## config.mk

```make
export PLATFORM = sky130hd
export DESIGN_NAME = alu8_core
export DESIGN_NICKNAME = d
export VERILOG_FILES = /design/src/rtl/alu8_pkg.sv /design/src/rtl/alu8_adder.sv /design/src/rtl/alu8_logic.sv /design/src/rtl/alu8_shift.sv /design/src/rtl/alu8_core.sv
export SDC_FILE = /design/constraint.sdc
export NUM_CORES = 1
export LEC_CHECK = 0
export CAP_MARGIN = 20
export CORE_MARGIN = 4
export CORE_UTILIZATION = 38
export CTS_CLUSTER_DIAMETER = 40
export DETAILED_ROUTE_END_ITERATION = 8
export PLACE_DENSITY = 0.6
export SLEW_MARGIN = 20
export SYNTH_ARGS = -nofsm -noshare
export SYNTH_HDL_FRONTEND = slang
export SYNTH_SLANG_ARGS = --single-unit
```

## constraint.sdc

```tcl
create_clock -name clk -period 0.8 [get_ports clk]
set_input_delay 0.16 -clock clk [delete_from_list [all_inputs] [get_ports clk]]
set_output_delay 0.16 -clock clk [all_outputs]
set_load 0.05 [all_outputs]
```

## src/rtl/alu8_pkg.sv

```systemverilog
package alu8_pkg;

    typedef enum logic [3:0] {
        OP_ADD = 4'd0,
        OP_SUB = 4'd1,
        OP_AND = 4'd2,
        OP_OR  = 4'd3,
        OP_XOR = 4'd4,
        OP_CMP = 4'd5,
        OP_BIT = 4'd6,
        OP_INC = 4'd7,
        OP_DEC = 4'd8,
        OP_SHL = 4'd9,
        OP_SHR = 4'd10,
        OP_ROL = 4'd11,
        OP_ROR = 4'd12
    } alu_op_e;

    localparam int STAT_W = 8;
    localparam int FLG_C  = 0;
    localparam int FLG_Z  = 1;
    localparam int FLG_V  = 6;
    localparam int FLG_N  = 7;

    typedef enum logic [1:0] {
        LG_AND = 2'd0,
        LG_OR  = 2'd1,
        LG_XOR = 2'd2
    } logic_sel_e;

endpackage

```

## src/rtl/alu8_adder.sv

```systemverilog
module alu8_adder #(
    parameter int W = 8
) (
    input  logic [W-1:0] x_i,
    input  logic [W-1:0] y_i,
    input  logic         ci_i,
    output logic [W-1:0] sum_o,
    output logic         co_o,
    output logic         ovf_o
);
    logic [W:0] full;

    always_comb begin
        full  = {1'b0, x_i} + {1'b0, y_i} + {{W{1'b0}}, ci_i};
        sum_o = full[W-1:0];
        co_o  = full[W];
        // same-sign inputs producing a sign flip
        ovf_o = (x_i[W-1] == y_i[W-1]) && (full[W-1] != x_i[W-1]);
    end
endmodule

```

## src/rtl/alu8_logic.sv

```systemverilog
module alu8_logic
    import alu8_pkg::*;
#(
    parameter int W = 8
) (
    input  logic [W-1:0] a_i,
    input  logic [W-1:0] b_i,
    input  logic_sel_e   sel_i,
    output logic [W-1:0] y_o
);
    always_comb begin
        unique case (sel_i)
            LG_OR:   y_o = a_i | b_i;
            LG_XOR:  y_o = a_i ^ b_i;
            default: y_o = a_i & b_i;
        endcase
    end
endmodule

```

## src/rtl/alu8_shift.sv

```systemverilog
module alu8_shift #(
    parameter int W = 8
) (
    input  logic [W-1:0] v_i,
    input  logic         ci_i,
    input  logic         left_i,
    input  logic         rotate_i,
    output logic [W-1:0] y_o,
    output logic         co_o
);
    logic fill;

    always_comb begin
        fill = rotate_i ? ci_i : 1'b0;
        if (left_i) begin
            y_o  = {v_i[W-2:0], fill};
            co_o = v_i[W-1];
        end else begin
            y_o  = {fill, v_i[W-1:1]};
            co_o = v_i[0];
        end
    end
endmodule

```

## src/rtl/alu8_core.sv

```systemverilog
module alu8_core
    import alu8_pkg::*;
#(
    parameter int DATA_W = 8
) (
    input  logic              clk,
    input  logic              rst_n,
    input  logic [3:0]        op_i,
    input  logic [DATA_W-1:0] reg_i,
    input  logic [DATA_W-1:0] opnd_i,
    input  logic [STAT_W-1:0] stat_i,
    output logic [DATA_W-1:0] res_o,
    output logic [STAT_W-1:0] stat_o
);
    localparam int MSB = DATA_W - 1;

    typedef struct packed {
        logic [DATA_W-1:0] res;
        logic [STAT_W-1:0] stat;
    } alu_state_s;

    alu_state_s        nxt_d, cur_q;
    alu_op_e           op_sel;
    logic [DATA_W-1:0] add_x, add_y, add_sum;
    logic              add_ci, add_co, add_ovf;
    logic_sel_e        lg_sel;
    logic [DATA_W-1:0] lg_y;
    logic              sh_left, sh_rot, sh_co;
    logic [DATA_W-1:0] sh_y;

    assign op_sel = alu_op_e'(op_i);

    // operand steering for the single shared adder
    always_comb begin
        add_x  = reg_i;
        add_y  = opnd_i;
        add_ci = stat_i[FLG_C];
        unique case (op_sel)
            OP_SUB: add_y = ~opnd_i;
            OP_CMP: begin add_y = ~opnd_i; add_ci = 1'b1; end
            OP_INC: begin add_x = opnd_i; add_y = {{(DATA_W-1){1'b0}}, 1'b1}; add_ci = 1'b0; end
            OP_DEC: begin add_x = opnd_i; add_y = {DATA_W{1'b1}}; add_ci = 1'b0; end
            default: ;
        endcase
        unique case (op_sel)
            OP_OR:   lg_sel = LG_OR;
            OP_XOR:  lg_sel = LG_XOR;
            default: lg_sel = LG_AND;
        endcase
        sh_left = (op_sel == OP_SHL) || (op_sel == OP_ROL);
        sh_rot  = (op_sel == OP_ROL) || (op_sel == OP_ROR);
    end

    alu8_adder #(.W(DATA_W)) u_adder (
        .x_i(add_x), .y_i(add_y), .ci_i(add_ci),
        .sum_o(add_sum), .co_o(add_co), .ovf_o(add_ovf)
    );

    alu8_logic #(.W(DATA_W)) u_logic (
        .a_i(reg_i), .b_i(opnd_i), .sel_i(lg_sel), .y_o(lg_y)
    );

    alu8_shift #(.W(DATA_W)) u_shift (
        .v_i(opnd_i), .ci_i(stat_i[FLG_C]), .left_i(sh_left),
        .rotate_i(sh_rot), .y_o(sh_y), .co_o(sh_co)
    );

    // result and flag selection
    always_comb begin
        nxt_d.res  = opnd_i;
        nxt_d.stat = stat_i;
        unique case (op_sel)
            OP_ADD, OP_SUB: begin
                nxt_d.res          = add_sum;
                nxt_d.stat[FLG_C]  = add_co;
                nxt_d.stat[FLG_V]  = add_ovf;
                nxt_d.stat[FLG_Z]  = (add_sum == '0);
                nxt_d.stat[FLG_N]  = add_sum[MSB];
            end
            OP_AND, OP_OR, OP_XOR: begin
                nxt_d.res          = lg_y;
                nxt_d.stat[FLG_Z]  = (lg_y == '0);
                nxt_d.stat[FLG_N]  = lg_y[MSB];
            end
            OP_INC, OP_DEC: begin
                nxt_d.res          = add_sum;
                nxt_d.stat[FLG_Z]  = (add_sum == '0);
                nxt_d.stat[FLG_N]  = add_sum[MSB];
            end
            OP_CMP: begin
                nxt_d.res          = reg_i;
                nxt_d.stat[FLG_C]  = add_co;
                nxt_d.stat[FLG_Z]  = (add_sum == '0);
                nxt_d.stat[FLG_N]  = add_sum[MSB];
            end
            OP_BIT: begin
                nxt_d.res          = reg_i;
                nxt_d.stat[FLG_Z]  = (lg_y == '0);
                nxt_d.stat[FLG_N]  = opnd_i[MSB];
                nxt_d.stat[FLG_V]  = opnd_i[MSB-1];
            end
            OP_SHL, OP_SHR, OP_ROL, OP_ROR: begin
                nxt_d.res          = sh_y;
                nxt_d.stat[FLG_C]  = sh_co;
                nxt_d.stat[FLG_Z]  = (sh_y == '0);
                nxt_d.stat[FLG_N]  = sh_y[MSB];
            end
            default: ;
        endcase
    end

    always_ff @(posedge clk or negedge rst_n) begin
        if (!rst_n) cur_q <= '0;
        else        cur_q <= nxt_d;
    end

    assign res_o  = cur_q.res;
    assign stat_o = cur_q.stat;

endmodule

```

==> run metrics, run 1 <==
detailed-route DRC error count 0; vias per cell 5.76; CORE AREA 6760 um2; Max IR drop VDD 0.900 mV; # Max-Cap Violations 0; final setup fails 28; total gr overflow 0; H-tree depth 1; GRT met2 Usage 0.399; antenna violations before repair 0; Hold Crit Class primary input to async pin; I/O pins 46; n_diodes 0; Root Driver clkbuf_8; post-detailed-route count of antenna-violating nets 0; crit path time final 2.62 ns; most area-hungry cell type in the Yosys netlist dfrtp_1; Final GP Congestion 1.00; Final Hold Fails 0; Worst-path clk slew 0.06 ns; routed length per instance 17.7 um; vias in the first global route 3246; Filler cells 549; Data arrival, critical path 2.75 ns; synthesized area per cell 7.53 um2; DR iter-0 viols 230; Critical Path RT 0.93 ns; final net count 554; Ys Warns 0; most frequent cells in the layout 107 x buf_4, 39 x nand2_1, 24 x inv_1, 22 x clkdlybuf4s50_1, 20 x ha_1; Total GRT Usage 0.238; # hold bufs at CTS 0; CP Class primary input to flop; failing checks setup timing; Fmax 382 MHz; met1 GRT Util 0.303; area of the multi-input gates 2370 um2; CTS tree done; overall power 5.71 mW; TritonCTS Buffers 3; Synth async-reset ratio 1.00; synth top area cells dfrtp_1 15%, ha_1 12%, nand2_1 6.1%; M3 GR Usage 0.0373; Startpoint Class primary input; period utilization 3.27; layer with the highest usage met2; Chip Height 91.1 um; die span in x 91.1 um; most common cell after layout, fill and taps aside buf_4; HPWL after DPL 7910 um; Die ar. 8310 um2; number of synthesized flops with an enable pin 0; Starting Density 0.389; clk sinks 16; maximum fanout along the worst path 4; register area share after synthesis 0.152; register area 400 um2; Layout area overhead 76.8%; worst relative slew slack 0.580; post-route worst setup slack -1.82 ns; post-synth top area share 0.152; setup tns final -20.18 ns; fin. max-slew vios 0; IO Port Bufs 45; Distinct cells, synth 67; status finished with violations; largest net degree at the start of global routing 20; RSZ-0062 raised after global routing yes; DR vias 3311; register bit count reported by yosys 16; leakage 2.05 nW; Main synth FF type dfrtp_1; mapped cell area 2630 um2; Power Dens Cells 1230 nW/um2; Max Buffers Root-to-Sink 2; post-synthesis cell count 349; final wirelength 10200 um; final non-filler cell area 4640 um2; share of cells above drive strength 1 0.422; Rows 30; CP Capture Type flop; drt pass-1 iters 5; Synth Net Count 407; slew of the pin with the lowest slew margin 0.622 ns; first-pass GRT wire length 16100 um; placed inst area 4070 um2
## metrics by stage
stage	util	std cells	hold WS [ns]	worst slack [ns]
2_1_floorplan	-	349	-0.136	-1.99
3_3_place_gp	0.602	561	0.505	-2.49
3_5_place_dp	0.602	561	0.506	-2.54
4_1_cts	0.646	571	0.237	-1.85
5_1_grt	0.687	575	0.239	-1.90
6_report	0.687	575	0.236	-1.82
## what timing repair did
item                                    in CTS  in global routing
pin swaps                                   15                 23
cloned                                       1                  0
endpoints found under the setup margin      28                 28
resized for setup                           65                 51
setup buffers                                5                  5
## per-layer routing
layer | up-vias | part of all wire
li1 | 1572 | -
met1 | 1557 | 0.42
met2 | 141 | 0.47
met3 | 41 | 0.054
met4 | 0 | 0.053
met5 | - | 0
## Yosys cell counts (all sizes together) (3+ instances only)
cell / instances
o21a: 3
and2: 4
inv: 26
a31oi: 13
o21ai: 28
ha: 26
and3: 3
mux2i: 5
clkbuf: 10
xor2: 3
nor3: 5
nand2b: 15
buf: 13
a21o: 5
o211ai: 12
dfrtp: 16
a21oi: 15
nor2b: 14
nor2: 18
a31o: 4
nand3: 3
o22ai: 7
a22oi: 12
a22o: 3
nand2: 44
## critical path, stage by stage
cell and delay [ns]:
buf_8 0.10, nor2b_4 0.13, a32oi_4 0.22, mux2i_2 0.28
fa_2 0.28, inv_2 0.05, fa_2 0.33, a211o_1 0.32
a2111o_1 0.38, o211ai_1 0.12, nor2b_1 0.08, o32a_1 0.29
## cell families after synthesis
group / share of synthesized area
compound gates: 0.348
xor+xnor: 0.0167
fa+ha+maj: 0.139
buf+inv: 0.0881
flops: 0.152
mux: 0.0238
simple gates: 0.232
## registers in the layout, summed over array words and instances (netlist names)
name    flops
res_o       8
stat_o      8
## how the worst max path moves through the flow
stage | start | end | slack, ns
floorplan | op_i[2] | res_o[6] | -1.99
global placement | op_i[3] | res_o[6] | -2.49
detailed placement | op_i[3] | res_o[6] | -2.54
CTS | op_i[2] | res_o[6] | -1.85
global route | op_i[2] | res_o[6] | -1.90
finish | op_i[2] | res_o[6] | -1.82
## cell type report
type,instances,area share
timing repair buffer,165,0.349
inverter,26,0.0216
sequential,16,0.0862
tap,80,0.0216
clock buffer,4,0.0119
multi-input combinational,284,0.509
## power by group
part	internal, mW	leakage, nW	switching, mW	total, mW
Combinational	2.01	1.83	1.97	3.98
Clock	0.436	0.0288	0.268	0.704
Sequential	0.928	0.192	0.0994	1.03
No activity file was read; power rests on OpenSTA's default activity.
==> inputs of run 2 (changes only) <==
--- a/constraint.sdc
+++ b/constraint.sdc
@@ -3,2 +3,2 @@
 set_output_delay 0.16 -clock clk [all_outputs]
-set_load 0.05 [all_outputs]
+set_load 0.01 [all_outputs]
==> run 2 against run 1 <==
Global-route usage up 0.53 points; largest power group unchanged; combinational power is 19% lower; critical path type unchanged; die area unchanged; largest cell class unchanged; first-iteration DRC count grew 26%; the flow still finishes with violations (setup timing); clock power shrank 15%; critical path depth did not move.
==> run metrics, run 2 (synthesized netlist as in run 1, its figures left out) <==
# Max-Cap Violations 0 (unchanged); drt pass-1 iters 5 (unchanged); HPWL after DPL 7830 um (-0.99%); Critical Path RT 0.93 ns (about the same); Rows 30 (unchanged); final wirelength 10300 um (+1.2%); CP Class primary input to flop; Critical path origin op_i[2]; detailed-route DRC error count 0 (unchanged); n_diodes 0 (unchanged); final net count 561 (+1.3%); most common cell after layout, fill and taps aside buf_4; Die ar. 8310 um2 (unchanged); Max Buffers Root-to-Sink 2 (unchanged); period utilization 3.26 (-0.0101); slew of the pin with the lowest slew margin 0.546 ns (-0.0759 ns); Starting Density 0.389 (unchanged); Filler cells 581 (+5.8%); Final Hold Fails 0 (unchanged); final non-filler cell area 4430 um2 (-4.7%); RSZ-0062 raised after global routing yes; overall power 4.76 mW (-17%); Fmax 383 MHz (+0.31%); post-route worst setup slack -1.81 ns (+0.00805 ns); first-pass GRT wire length 16400 um (+1.8%); leakage 1.99 nW (-3.1%); vias in the first global route 3332 (+2.6%); Max IR drop VDD 0.753 mV (-16%); I/O pins 46 (unchanged); DR iter-0 viols 290 (+26%); hold_ws 0.234 ns (-0.00240 ns); CP Capture Type flop; antenna violations before repair 0 (unchanged); Core Util, Final 0.655 (-0.0322); worst relative slew slack 0.631 (+0.0513); Final GP Congestion 0.922 (-7.9%); CORE AREA 6760 um2 (unchanged); crit path time final 2.61 ns (-0.00805 ns); Layout area overhead 68.6%; register area 400 um2 (unchanged); clk sinks 16 (unchanged); Critical Path Sink res_o[6]; failing checks setup timing; placed inst area 3910 um2 (-3.9%); die span in x 91.1 um (unchanged); Startpoint Class primary input; IO Port Bufs 45 (unchanged); fin. max-slew vios 0 (unchanged); most frequent cells in the layout 114 x buf_4, 41 x nand2_1, 23 x inv_1, 23 x clkdlybuf4s50_1, 22 x ha_1; final setup fails 28 (unchanged); maximum fanout along the worst path 4 (unchanged); Placement Setup Slack -2.51 ns (+0.0344 ns); share of cells above drive strength 1 0.431 (+0.00892); DR vias 3331 (+0.60%); H-tree depth 1 (unchanged); Data arrival, critical path 2.74 ns (about the same); Total GRT Usage 0.244 (+0.00532); area of the multi-input gates 2360 um2 (-0.21%); CTS tree done; Hold Crit Class primary input to async pin; routed length per instance 17.8 um (+0.11%); Worst-path clk slew 0.06 ns (about the same); vias per cell 5.73 (-0.43%); Power Dens Cells 1080 nW/um2 (-13%); TritonCTS Buffers 3 (unchanged); post-detailed-route count of antenna-violating nets 0 (unchanged); Chip Height 91.1 um (unchanged); total gr overflow 0 (unchanged); largest net degree at the start of global routing 19 (-5.0%); Root Driver clkbuf_8; status finished with violations
==> run 2: stage by stage <==
step	instances	TNS, ns
after floorplan	349	-18.40
after global placement	561	-30.77
after detailed placement	561	-31.26
after CTS	574	-19.75
after global routing	581	-21.39
final	581	-19.67
==> run 2: cell type report <==
cell class                      instances  area share
Tap cell                               80      0.0226
Timing Repair Buffer                  172       0.321
Inverter                               26      0.0232
Multi-Input combinational cell        284       0.533
Clock buffer                            3     0.00933
Sequential cell                        16      0.0904
==> run 2: worst min path at each step <==
stage	startpoint	endpoint	cells after the start
3_5_place_dp	rst_n	stat_o[3]	2
5_1_grt	rst_n	stat_o[4]	2
3_3_place_gp	rst_n	stat_o[3]	2
2_1_floorplan	rst_n	res_o[0]	0
6_report	rst_n	stat_o[4]	2
4_1_cts	rst_n	stat_o[3]	2
==> run 2: metal layers <==
layer | global-route usage | vias up | wire length [um]
met2 | 0.438 | 131 | 5210
met3 | 0.0265 | 35 | 562
met5 | 0 | - | 0
met4 | 0.0804 | 0 | 427
li1 | - | 1581 | -
met1 | 0.300 | 1584 | 4120
==> run 2: critical path: stages <==
cell	delay [ns]
buf_8	0.11
nor2b_4	0.13
a32oi_4	0.22
mux2i_2	0.29
fa_2	0.27
inv_2	0.04
fa_2	0.33
a211o_1	0.31
a2111o_1	0.39
o211ai_1	0.14
nor2b_1	0.07
o32a_1	0.29
==> run 2: timing repair <==
action / 4_1_cts / 5_1_grt
gates resized for setup: 130 / 50
hold buffers: 0 / 0
buffers inserted: 10 / 8
setup endpoints to repair: 28 / 28
pin swaps: 29 / 30
==> run 2: report_power, final <==
group          switching (mW)  internal [mW]
Combinational            1.58           1.63
Sequential             0.0253          0.924
Clock                   0.267          0.334
Total                    1.87           2.89
==> inputs of run 3 (changes only) <==
CORE_MARGIN = 8   (was 4)
==> run 3 against run 2 <==
The flow still finishes with violations (setup timing); final cell count increased by 0.52%; utilization is essentially flat; maximum frequency is 0.93% lower; wire length rose by 3.4%; cell area about the same; critical path depth did not move; die area up 18%; sequential share of layout area is essentially flat; clock power shrank 4.5%; global-route usage decreased by 2.8 points; via count decreased by 0.87%; total power fell by 0.47%; largest power group unchanged.
==> run metrics, run 3 (synthesized netlist as in run 1, its figures left out) <==
largest net degree at the start of global routing 17 (-2); routed length per instance 18.3 um (+2.8%); RSZ-0062 raised after global routing yes; M3 GR Usage 0.0286 (+0.00212); detailed-route DRC error count 0 (unchanged); n_diodes 0 (unchanged); final setup fails 28 (unchanged); Root Driver clkbuf_8; CORE AREA 6760 um2 (unchanged); post-route worst setup slack -1.83 ns (-0.0244 ns); Starting Density 0.389 (unchanged); setup tns final -20.42 ns (-0.750 ns); Filler cells 589 (+1.4%); # hold bufs at CTS 0 (unchanged); worst relative slew slack 0.586 (-0.0448); fin. max-slew vios 0 (unchanged); CP Class primary input to flop; Fmax 380 MHz (-0.93%); Die ar. 9830 um2 (+18%); CP Capture Type flop; met1 GRT Util 0.264 (-0.0368); drt pass-1 iters 5 (unchanged); share of cells above drive strength 1 0.415 (-0.0165); clock share of power 0.121 (-0.005); GRT met2 Usage 0.375 (-0.0636); Hold Crit Class primary input to async pin; Layout area overhead 68.7% (about the same); maximum fanout along the worst path 3 (-1); # Max-Cap Violations 0 (unchanged); vias in the first global route 3277 (-1.7%); DR vias 3302 (-0.87%); Net Sw Power 1.85 mW (-1.2%); hold_ws 0.247 ns (+0.0129 ns); vias per cell 5.65 (-1.4%); first-pass GRT wire length 16900 um (+3.0%); total gr overflow 0 (unchanged); final wirelength 10700 um (+3.4%); HPWL after DPL 8280 um (+5.8%); Placement Setup Slack -2.52 ns (-0.00866 ns); H-tree depth 1 (unchanged); layer with the highest usage met2; Power Dens Cells 1070 nW/um2 (-0.53%); TritonCTS Buffers 3 (unchanged); antenna violations before repair 0 (unchanged); most frequent cells in the layout 109 x buf_4, 40 x nand2_1, 24 x ha_1; Sw Ratio 0.390 (-0.00275); die span in x 99.1 um (+8.8%); Total GRT Usage 0.216 (-0.0280); Comb pwr share 0.676 (+0.002); Rows 30 (unchanged); leakage 2.03 nW (+2.0%); Final Hold Fails 0 (unchanged); internal power 2.89 mW (about the same); sequential fraction of design power 0.203 (+0.003); Final GP Congestion 0.947 (+2.7%); CTS tree done; Startpoint Class primary input; slew of the pin with the lowest slew margin 0.613 ns (+0.0664 ns); crit path time final 2.63 ns (+0.0244 ns); Max IR drop VDD 0.931 mV (+24%); I/O pins 46 (unchanged); IO Port Bufs 45 (unchanged); overall power 4.74 mW (-0.47%); most common cell after layout, fill and taps aside buf_4; Critical Path RT 0.92 ns (about the same); post-detailed-route count of antenna-violating nets 0 (unchanged); Worst-path clk slew 0.06 ns (about the same); Chip Height 99.1 um (+8.8%); period utilization 3.29 (+0.0305); status finished with violations; Max Buffers Root-to-Sink 2 (unchanged); failing checks setup timing; DR iter-0 viols 195 (-33%); final net count 564 (+0.53%); clk sinks 16 (unchanged); Data arrival, critical path 2.76 ns (+0.02 ns)
## run 3: changes by cell type in the layout (fill, tap and decap cells not counted), sizes merged
cell  previous run  this run
buf            147       150
## run 3: area by class of cell
cell class | count | area, um2 | area share
multi-input cells | 284 | 2290 | 0.516
repair buffers | 175 | 1500 | 0.338
flip-flops and latches | 16 | 400 | 0.0904
inverters | 26 | 105 | 0.0237
well taps | 80 | 100 | 0.0226
clock buffers | 3 | 41.3 | 0.00932
## run 3: metal layers
metal | wire [um] | vias up
li1 | - | 1590
met1 | 4540 | 1561
met2 | 5180 | 127
met3 | 518 | 24
met4 | 424 | 0
met5 | 0 | -
## run 3: worst paths after layout
kind / start / end / slack, ns / cells past startpoint
max: op_i[2] / res_o[6] / -1.83 / 12
min: rst_n / stat_o[4] / 0.25 / 2
max in group asynchronous: rst_n / res_o[2] / 0.43 / 2
min in group clk: stat_i[3] / stat_o[3] / 0.35 / 1
## run 3: critical path: stages
cell	delay (ns)
buf_8	0.10
nor2b_4	0.13
a32oi_4	0.26
mux2i_2	0.28
fa_2	0.28
inv_2	0.05
fa_2	0.34
a211o_1	0.30
a2111o_1	0.38
o211ai_1	0.12
nor2b_1	0.08
o32a_1	0.28
## run 3: repair_timing
action | in CTS | in global routing
pin swaps | 30 | 22
resized for setup | 150 | 24
cloned | 1 | 0
setup endpoints to repair | 28 | 28
buffers inserted | 18 | 2
## run 3: through the flow
step / cell area, um2 / util / cells
after CTS: 4290 / 0.635 / 582
after detailed placement: 3920 / 0.580 / 561
after global routing: 4430 / 0.656 / 584
after floorplan: 2660 / - / 349
after global placement: 3920 / 0.580 / 561
final: 4430 / 0.656 / 584
## run 3: power by group through the flow
stage / clock [mW] / combinational, mW / sequential (mW)
after floorplan: 0 / 1.32 / 1.04
after detailed placement: 0 / 2.68 / 0.970
after CTS: 0.591 / 2.98 / 0.955
after global routing: 0.643 / 3.44 / 0.972
after global placement: 0 / 2.66 / 0.970
final: 0.574 / 3.20 / 0.963
